**src/rtl/flag_bank_pkg.sv**
```systemverilog
package flag_bank_pkg;
  localparam int unsigned NUM_PAIRS = 16;
  localparam int unsigned IDX_W     = $clog2(NUM_PAIRS);
  localparam int unsigned REG_W     = 2 * NUM_PAIRS;
  localparam int unsigned SEL_W     = 2 * IDX_W + 1;
endpackage

```
**src/rtl/flag_pair_read.sv**
```systemverilog
module flag_pair_read #(
  parameter int unsigned N_PAIRS = 16,
  parameter int unsigned IDX_W   = $clog2(N_PAIRS)
) (
  input  logic [2*N_PAIRS-1:0] bank_i,
  input  logic [IDX_W-1:0]     idx_i,
  output logic                 c_o,
  output logic                 z_o
);
  logic [N_PAIRS-1:0] c_vec, z_vec;

  for (genvar i = 0; i < N_PAIRS; i++) begin : g_split
    assign c_vec[i] = bank_i[2*i+1];
    assign z_vec[i] = bank_i[2*i];
  end

  assign c_o = c_vec[idx_i];
  assign z_o = z_vec[idx_i];
endmodule

```
**src/rtl/flag_pair_write.sv**
```systemverilog
module flag_pair_write #(
  parameter int unsigned N_PAIRS = 16,
  parameter int unsigned IDX_W   = $clog2(N_PAIRS)
) (
  input  logic [2*N_PAIRS-1:0] bank_i,
  input  logic [IDX_W-1:0]     idx_i,
  input  logic                 en_i,
  input  logic                 c_i,
  input  logic                 z_i,
  output logic [2*N_PAIRS-1:0] bank_o
);
  for (genvar i = 0; i < N_PAIRS; i++) begin : g_pair
    logic hit;
    assign hit           = en_i && (idx_i == IDX_W'(i));
    assign bank_o[2*i+1] = hit ? c_i : bank_i[2*i+1];
    assign bank_o[2*i]   = hit ? z_i : bank_i[2*i];
  end
endmodule

```
**src/rtl/flag_out_stage.sv**
```systemverilog
module flag_out_stage #(
  parameter int unsigned W = 35
) (
  input  logic         clk_i,
  input  logic         rst_ni,
  input  logic         valid_i,
  input  logic [W-1:0] d_i,
  output logic         valid_o,
  output logic [W-1:0] q_o
);
  always_ff @(posedge clk_i or negedge rst_ni) begin
    if (!rst_ni) begin
      valid_o <= 1'b0;
      q_o     <= '0;
    end else begin
      valid_o <= valid_i;
      if (valid_i) q_o <= d_i;
    end
  end
endmodule

```
**src/rtl/flag_bank_xchg.sv**
```systemverilog
module flag_bank_xchg
  import flag_bank_pkg::*;
#(
  parameter int unsigned N_PAIRS = NUM_PAIRS,
  localparam int unsigned IW     = $clog2(N_PAIRS),
  localparam int unsigned RW     = 2 * N_PAIRS,
  localparam int unsigned SW     = 2 * IW + 1
) (
  input  logic          clk_i,
  input  logic          rst_ni,
  input  logic          valid_i,
  input  logic [RW-1:0] reg_i,
  input  logic [SW-1:0] sel_i,
  input  logic          c_i,
  input  logic          z_i,
  input  logic          upd_c_i,
  input  logic          upd_z_i,
  output logic          valid_o,
  output logic [RW-1:0] reg_o,
  output logic          c_o,
  output logic          z_o,
  output logic          reg_we_o
);
  logic [IW-1:0] rd_idx, wr_idx;
  logic          wr_en;
  logic          rd_c, rd_z;
  logic [RW-1:0] bank_nxt;
  logic          c_nxt, z_nxt;

  assign rd_idx = sel_i[IW-1:0];
  assign wr_idx = sel_i[2*IW-1:IW];
  assign wr_en  = ~sel_i[2*IW];

  // read taps the incoming bank so an equal-index op is a swap
  flag_pair_read #(.N_PAIRS(N_PAIRS), .IDX_W(IW)) rd_i (
    .bank_i(reg_i), .idx_i(rd_idx), .c_o(rd_c), .z_o(rd_z)
  );

  flag_pair_write #(.N_PAIRS(N_PAIRS), .IDX_W(IW)) wr_i (
    .bank_i(reg_i), .idx_i(wr_idx), .en_i(wr_en),
    .c_i(c_i), .z_i(z_i), .bank_o(bank_nxt)
  );

  assign c_nxt = upd_c_i ? rd_c : c_i;
  assign z_nxt = upd_z_i ? rd_z : z_i;

  flag_out_stage #(.W(RW + 3)) out_i (
    .clk_i  (clk_i),
    .rst_ni (rst_ni),
    .valid_i(valid_i),
    .d_i    ({wr_en, c_nxt, z_nxt, bank_nxt}),
    .valid_o(valid_o),
    .q_o    ({reg_we_o, c_o, z_o, reg_o})
  );
endmodule

```
**config.mk**
```make
export PLATFORM = sky130hd
export DESIGN_NAME = flag_bank_xchg
export DESIGN_NICKNAME = d
export VERILOG_FILES = /design/src/rtl/flag_bank_pkg.sv /design/src/rtl/flag_pair_read.sv /design/src/rtl/flag_pair_write.sv /design/src/rtl/flag_out_stage.sv /design/src/rtl/flag_bank_xchg.sv
export SDC_FILE = /design/constraint.sdc
export NUM_CORES = 1
export LEC_CHECK = 0
export ABC_CLOCK_PERIOD_IN_PS = 1000
export BUFFER_PORTS_ARGS = -buffer_cell sky130_fd_sc_hd__buf_4
export CAP_MARGIN = 10
export CELL_PAD_IN_SITES_DETAIL_PLACEMENT = 0
export CELL_PAD_IN_SITES_GLOBAL_PLACEMENT = 1
export CORE_UTILIZATION = 39
export DETAILED_ROUTE_END_ITERATION = 6
export GPL_TIMING_DRIVEN = 0
export HOLD_SLACK_MARGIN = 0.05
export PLACE_DENSITY_LB_ADDON = 0.25
export SLEW_MARGIN = 20
export SYNTH_ARGS = -nofsm -noshare
export SYNTH_HDL_FRONTEND = slang
export SYNTH_HIERARCHICAL = 1
export SYNTH_SLANG_ARGS = --single-unit
```
**constraint.sdc**
```tcl
create_clock -name clk_i -period 1 [get_ports clk_i]
set_input_delay 0.1 -clock clk_i [delete_from_list [all_inputs] [get_ports clk_i]]
set_output_delay 0.1 -clock clk_i [all_outputs]
set_load 0.05 [all_outputs]
```
==> out/results.ini, run 1 <==
[place]
pre_cts_slack_ps=-844.0
post-place-cells=310
dp_hpwl_mm=4.222
gp_congestion=0.7156
io_buffers=81

[synth]
avgSynthCellArea_sq_um=14.68
synthMuxAreaShare=0.4805
syn_nets=205
synth_cell_types=20
synth-xor-area-share=0
ys_warn_count=6
synth_compound_area_frac=0.006515
postSynthCellCount=157
synthSimpleGateAreaFrac=0.07980
synthAdderAreaFrac=0
synth-seq-cells=36
synth_area_sq_mm=0.002305
synth_top_family_by_area=multiplexers
yosysSeqAreaShare=0.3909

[finish]
mostFrequentLayoutCell=buf_4
finish.net_count=300
fin_cells=322
drive_gt1_frac=0.7720
n_antenna_cell=0
area_growth_pct=49.29
layout_common_cells=buf_4 (77), mux2_4 (65), dfrtp_1 (36), buf_6 (7), nor2_4 (7)

[die]
die_area_sq_mm=0.006221
core-area_sq_mm=0.005608
rows=27
ioPinCount=84
die_y_microns=78.88
die_w_microns=78.88
start_util=0.4110

[clock_network]
cts_root_buffer=clkbuf_8
htree_levels=2
clock-sinks=36
cts-buffers-inserted=5
clk_pin_slew_ps=60
worstSkewPairLatency_ps=270
cts_tree=done
clock_path_buffers=2

[power]
p_per_area_mw_per_mm2=1279
p_leak_nw=1.661
ir_worst_vdd_v=0.0007616
fin_total_pwr_w=0.004401

[routing]
drc_errors=0
first_pass_iters=4
postRouteAntennaNets=0
wire_per_inst_microns=17.26
vias_per_cell=4.988
drt-total-wl_mm=5.558
vias=1606
drtIter0Drc=34

[critical_path]
setup.worst_path.start_class=input pin
cp_max_fo=8
critPathRequiredTime_ps=1160
worstSetupPathType=input pin to flip-flop
reg2reg_from=out_i/q_o[13]$_DFFE_PN0P_
startpoint=sel_i[0]
arrival_ps=1540
end_kind=flip-flop

[run]
maxCapViolCount=0

[sta]
fin_skew_ps=0
hold_viol=0
period_share=1.376
setup_viol=28
finalSetupTns_ps=-3003
timing.fmax_ghz=0.7269
slew_headroom=0.6551
worst_pin_slew_ps=517.4
setup_ws_ps=-375.8
rsz0062_at_grt=yes
min_period_ps=1376
slew_viol_final=0

[global_route]
grt_util_all_layers=0.1904
antenna_found_initial=0
grt_pass1_vias=1742
grt_max_degree=37
grt-ovfl-total=0
grt_pass1_wl_mm=8.907

[status]
outcome=finished, violations left
violations=negative setup slack

[min_path]
hold_start=sel_i[8]
hold_path.class=input pin to flip-flop

## cell type report
type,count,area [sq um]
Fill cell,466,2167
Multi-Input combinational cell,112,1541
Sequential cell,36,900.9
Timing Repair Buffer,88,715.7
Buffer,8,103.9
Tap cell,72,90.09
Clock buffer,5,68.82
Inverter,1,20.02
## state kept, by name (all words and copies together) (netlist names)
| name | cells |
|---|---|
| out_i/q_o | 35 |
| out_i/valid_o | 1 |
## power breakdown
part           total, W  switching (W)  internal [W]
clock          0.000895       0.000446      0.000448
combinational   0.00180       0.000972      0.000825
sequential      0.00171      0.0000933       0.00162
## critical path, stage by stage
cell and delay [ps]:
buf_12 110, mux4_2 510, a22oi_2 220, nand3_1 90, mux2_4 260, mux2_4 250
## repair_timing
item / in CTS / in global routing
setup endpoints to repair: 29 / 34
hold buffers: 2 / 0
gates cloned: 0 / 0
pin swaps: 12 / 7
buffers inserted: 2 / 3
hold endpoints to repair: 37 / 0
gates resized for setup: 26 / 8
## synth_stat cells
| library cell | count | share of area |
|---|---|---|
| buf_12 | 3 | 0.026 |
| nand3_1 | 5 | 0.011 |
| nor2b_1 | 2 | 0.0054 |
| nand3b_1 | 4 | 0.013 |
| mux4_1 | 4 | 0.046 |
| and3_1 | 1 | 0.0027 |
| buf_6 | 2 | 0.0098 |
| or3_4 | 2 | 0.0098 |
| dfrtp_1 | 36 | 0.39 |
| nor3b_2 | 1 | 0.0054 |
| nand2b_1 | 3 | 0.0081 |
| nand2_1 | 4 | 0.0065 |
| mux2_2 | 29 | 0.14 |
| mux4_2 | 4 | 0.039 |
| nor2_1 | 11 | 0.018 |
| inv_1 | 1 | 0.0016 |
| a22oi_1 | 2 | 0.0065 |
| mux2_4 | 36 | 0.23 |
| clkbuf_1 | 3 | 0.0049 |
| mux2_1 | 4 | 0.020 |
## worst paths after layout
path	to	slack, ps	cells after the start
min in group asynchronous	out_i/q_o[18]$_DFFE_PN0P_	320	2
max in group asynchronous	out_i/q_o[1]$_DFFE_PN0P_	360	2
setup / recovery	out_i/q_o[33]$_DFFE_PN0P_	-380	6
hold reg to reg	out_i/q_o[20]$_DFFE_PN0P_	510	1
setup reg to reg	out_i/q_o[13]$_DFFE_PN0P_	220	1
hold / removal	out_i/q_o[34]$_DFFE_PN0P_	150	3
## kinds of logic (layout without fill, tap and decap cells)
group	count (synthesis)	after routing
multiplexers	77	77
flip-flops	36	36
AND/OR/NAND/NOR	33	33
buffers and inverters	9	102
AO/OA/AOI/OAI	2	2
## stage by stage
stage / hold WS [ps] / area [sq um] / utilization
2_1_floorplan: -195.6 / 2485 / -
3_3_place_gp: 83.04 / 3183 / 0.5676
3_5_place_dp: 88.69 / 3183 / 0.5676
4_1_cts: 137.9 / 3386 / 0.6037
5_1_grt: 134.4 / 3441 / 0.6136
6_report: 150.4 / 3441 / 0.6136
## layer usage
layer,vias to the layer above,global-route usage,share of wire
li1,770,-,-
met1,778,0.2505,0.44
met2,53,0.3165,0.50
met3,5,0.04943,0.051
met4,0,0.03818,0.0054
met5,-,0,0
Power figures use the tool's default switching activity.
==> inputs of run 2 (changes only) <==
CORE_ASPECT_RATIO = 1.1   (was default)
REMOVE_ABC_BUFFERS = 1   (was default)
==> out/results.ini, run 2 (same netlist as run 1, synthesis figures left out) <==
[clock_network]
cts_tree=done
clock_path_buffers=2  ; unchanged
clk_pin_slew_ps=80  ; +20 ps
cts_root_buffer=clkbuf_8
cts-buffers-inserted=5  ; unchanged
clock-sinks=36  ; unchanged
worstSkewPairLatency_ps=290  ; +20 ps
htree_levels=2  ; unchanged

[finish]
multi_input_area_sq_mm=0.001546  ; +0.32%
top_register=out_i/q_o
reg_top3=out_i/q_o: 35 flops, out_i/valid_o: 1 flops
largest_reg_flops=35  ; unchanged
n_antenna_cell=0  ; unchanged
seq_area_sq_um=900.9  ; unchanged
layout_common_cells=buf_4 (65), mux2_4 (61), dfrtp_1 (36), buf_6 (19), nor2_4 (10)
area_growth_pct=48.48
finish.net_count=293  ; -2.3%
mostFrequentLayoutCell=buf_4
fin_cells=323  ; +0.31%
drive_gt1_frac=0.7724  ; about the same
n_fill_cell=495  ; +6.2%

[global_route]
grt_pass1_vias=1677  ; -3.7%
grt_util_all_layers=0.1912  ; +0.0008142
grt-ovfl-total=0  ; unchanged
grt_pass1_wl_mm=8.666  ; -2.7%
antenna_found_initial=0  ; unchanged
grt_max_degree=37  ; unchanged

[critical_path]
cp_max_fo=8  ; unchanged
end_kind=flip-flop
setup.worst_path.start_class=input pin
r2r_cells=1  ; unchanged
ff2ff_setup_slack_ps=210  ; about the same
worstSetupPathType=input pin to flip-flop
reg2reg_from=out_i/q_o[26]$_DFFE_PN0P_
arrival_ps=1530  ; about the same
critPathRequiredTime_ps=1180  ; +20 ps
worstReg2RegEnd=out_i/q_o[26]$_DFFE_PN0P_

[routing]
first_pass_iters=4  ; unchanged
vias_per_cell=5.043  ; +1.1%
wire_per_inst_microns=17.57  ; +1.8%
vias=1629  ; +1.4%
drtIter0Drc=80  ; +140%
postRouteAntennaNets=0  ; unchanged
drc_errors=0  ; unchanged
drt-total-wl_mm=5.676  ; +2.1%

[sta]
period_share=1.354  ; -0.02204
worst_pin_slew_ps=634.7  ; +117.3 ps
hold_viol=0  ; unchanged
fin_skew_ps=0  ; unchanged
holdWs_ps=137.0  ; -13.41 ps
slew_headroom=0.5769  ; -0.07817
setup_ws_ps=-353.7  ; +22.04 ps
setup_viol=26  ; -7.1%
rsz0062_at_grt=yes
slew_viol_final=0  ; unchanged
min_period_ps=1354  ; -22.04 ps
timing.fmax_ghz=0.7387  ; +1.6%

[place]
io_buffers=83  ; +2.5%
pre_cts_slack_ps=-774.1  ; +69.91 ps
gp_congestion=0.7288  ; +1.8%
dp_hpwl_mm=3.868  ; -8.4%
post-place-cells=309  ; -0.32%

[min_path]
min_to=out_i/q_o[34]$_DFFE_PN0P_
hold_path.class=input pin to flip-flop
min_path_cells=3  ; unchanged
hold_start=sel_i[8]

[power]
ir_worst_vdd_v=0.0008811  ; +16%
p_per_area_mw_per_mm2=1349  ; +5.5%
p_leak_nw=1.632  ; -1.7%
fin_total_pwr_w=0.004618  ; +4.9%

[die]
ioPinCount=84  ; unchanged
die_w_microns=75.30  ; -4.5%
core-area_sq_mm=0.005733  ; +2.2%
rows=29  ; +7.4%
start_util=0.4020  ; -0.008969
die_area_sq_mm=0.006221  ; about the same
die_y_microns=82.63  ; +4.8%

[status]
violations=negative setup slack
outcome=finished, violations left

[run]
maxCapViolCount=0  ; unchanged

## run 2: cell count changes in the layout (fill, tap and decap cells not counted), moves of 3 or more
cell,change
mux2_2,+4
buf_12,-4
nor2_2,-3
buf_4,-12
mux2_4,-4
nor2_4,+3
buf_6,+12
## run 2: layer usage
layer	vias up	track usage	wire [microns]
li1	762	-	-
met1	806	0.2605	2538
met2	54	0.2982	2766
met3	7	0.04733	298
met4	0	0.05926	72
met5	-	0	0
## run 2: where the power goes
part	leakage, nW	total, W	switching, W	internal, W
clock	0.0455	0.00111	0.000542	0.000563
sequential	0.421	0.00172	0.000104	0.00162
combinational	1.17	0.00179	0.000972	0.000822
total	1.63	0.00462	0.00162	0.00300
## run 2: per-stage QoR
step | util | instance area [sq um] | TNS (ps)
2_1_floorplan | - | 2211 | -7150
3_3_place_gp | 0.5111 | 2930 | -15990
3_5_place_dp | 0.5111 | 2930 | -16130
4_1_cts | 0.5757 | 3301 | -2802
5_1_grt | 0.5969 | 3422 | -3054
6_report | 0.5969 | 3422 | -2500
## run 2: final cells by class
cell class / count / share of cell area
multi-input combinational: 112 / 0.4519
clock buffer: 8 / 0.02633
tap: 77 / 0.02815
sequential: 36 / 0.2633
inverter: 1 / 0.003291
timing repair buffer: 89 / 0.2271
## run 2: worst max path at each step
stage	startpoint	endpoint	slack, ps	depth (start not counted)
4_1_cts	sel_i[0]	out_i/q_o[33]$_DFFE_PN0P_	-340	6
3_3_place_gp	sel_i[0]	out_i/q_o[32]$_DFFE_PN0P_	-770	6
5_1_grt	sel_i[0]	out_i/q_o[33]$_DFFE_PN0P_	-390	6
6_report	sel_i[0]	out_i/q_o[33]$_DFFE_PN0P_	-350	6
2_1_floorplan	sel_i[0]	out_i/q_o[32]$_DFFE_PN0P_	-450	5
3_5_place_dp	sel_i[0]	out_i/q_o[32]$_DFFE_PN0P_	-770	6
## run 2: repair_timing
| item | in CTS | in global routing |
|---|---|---|
| pin swaps | 10 | 6 |
| gates resized for setup | 65 | 27 |
| buffers inserted | 3 | 2 |
| gates cloned | 0 | 0 |
| hold buffers | 1 | 0 |
| endpoints found under the setup margin | 34 | 46 |
| hold endpoints to repair | 36 | 0 |
## run 2: critical path: stages
cell and delay, ps:
buf_12 110, mux4_2 530, a22oi_2 190, nand3_1 100, mux2_4 260, mux2_4 250
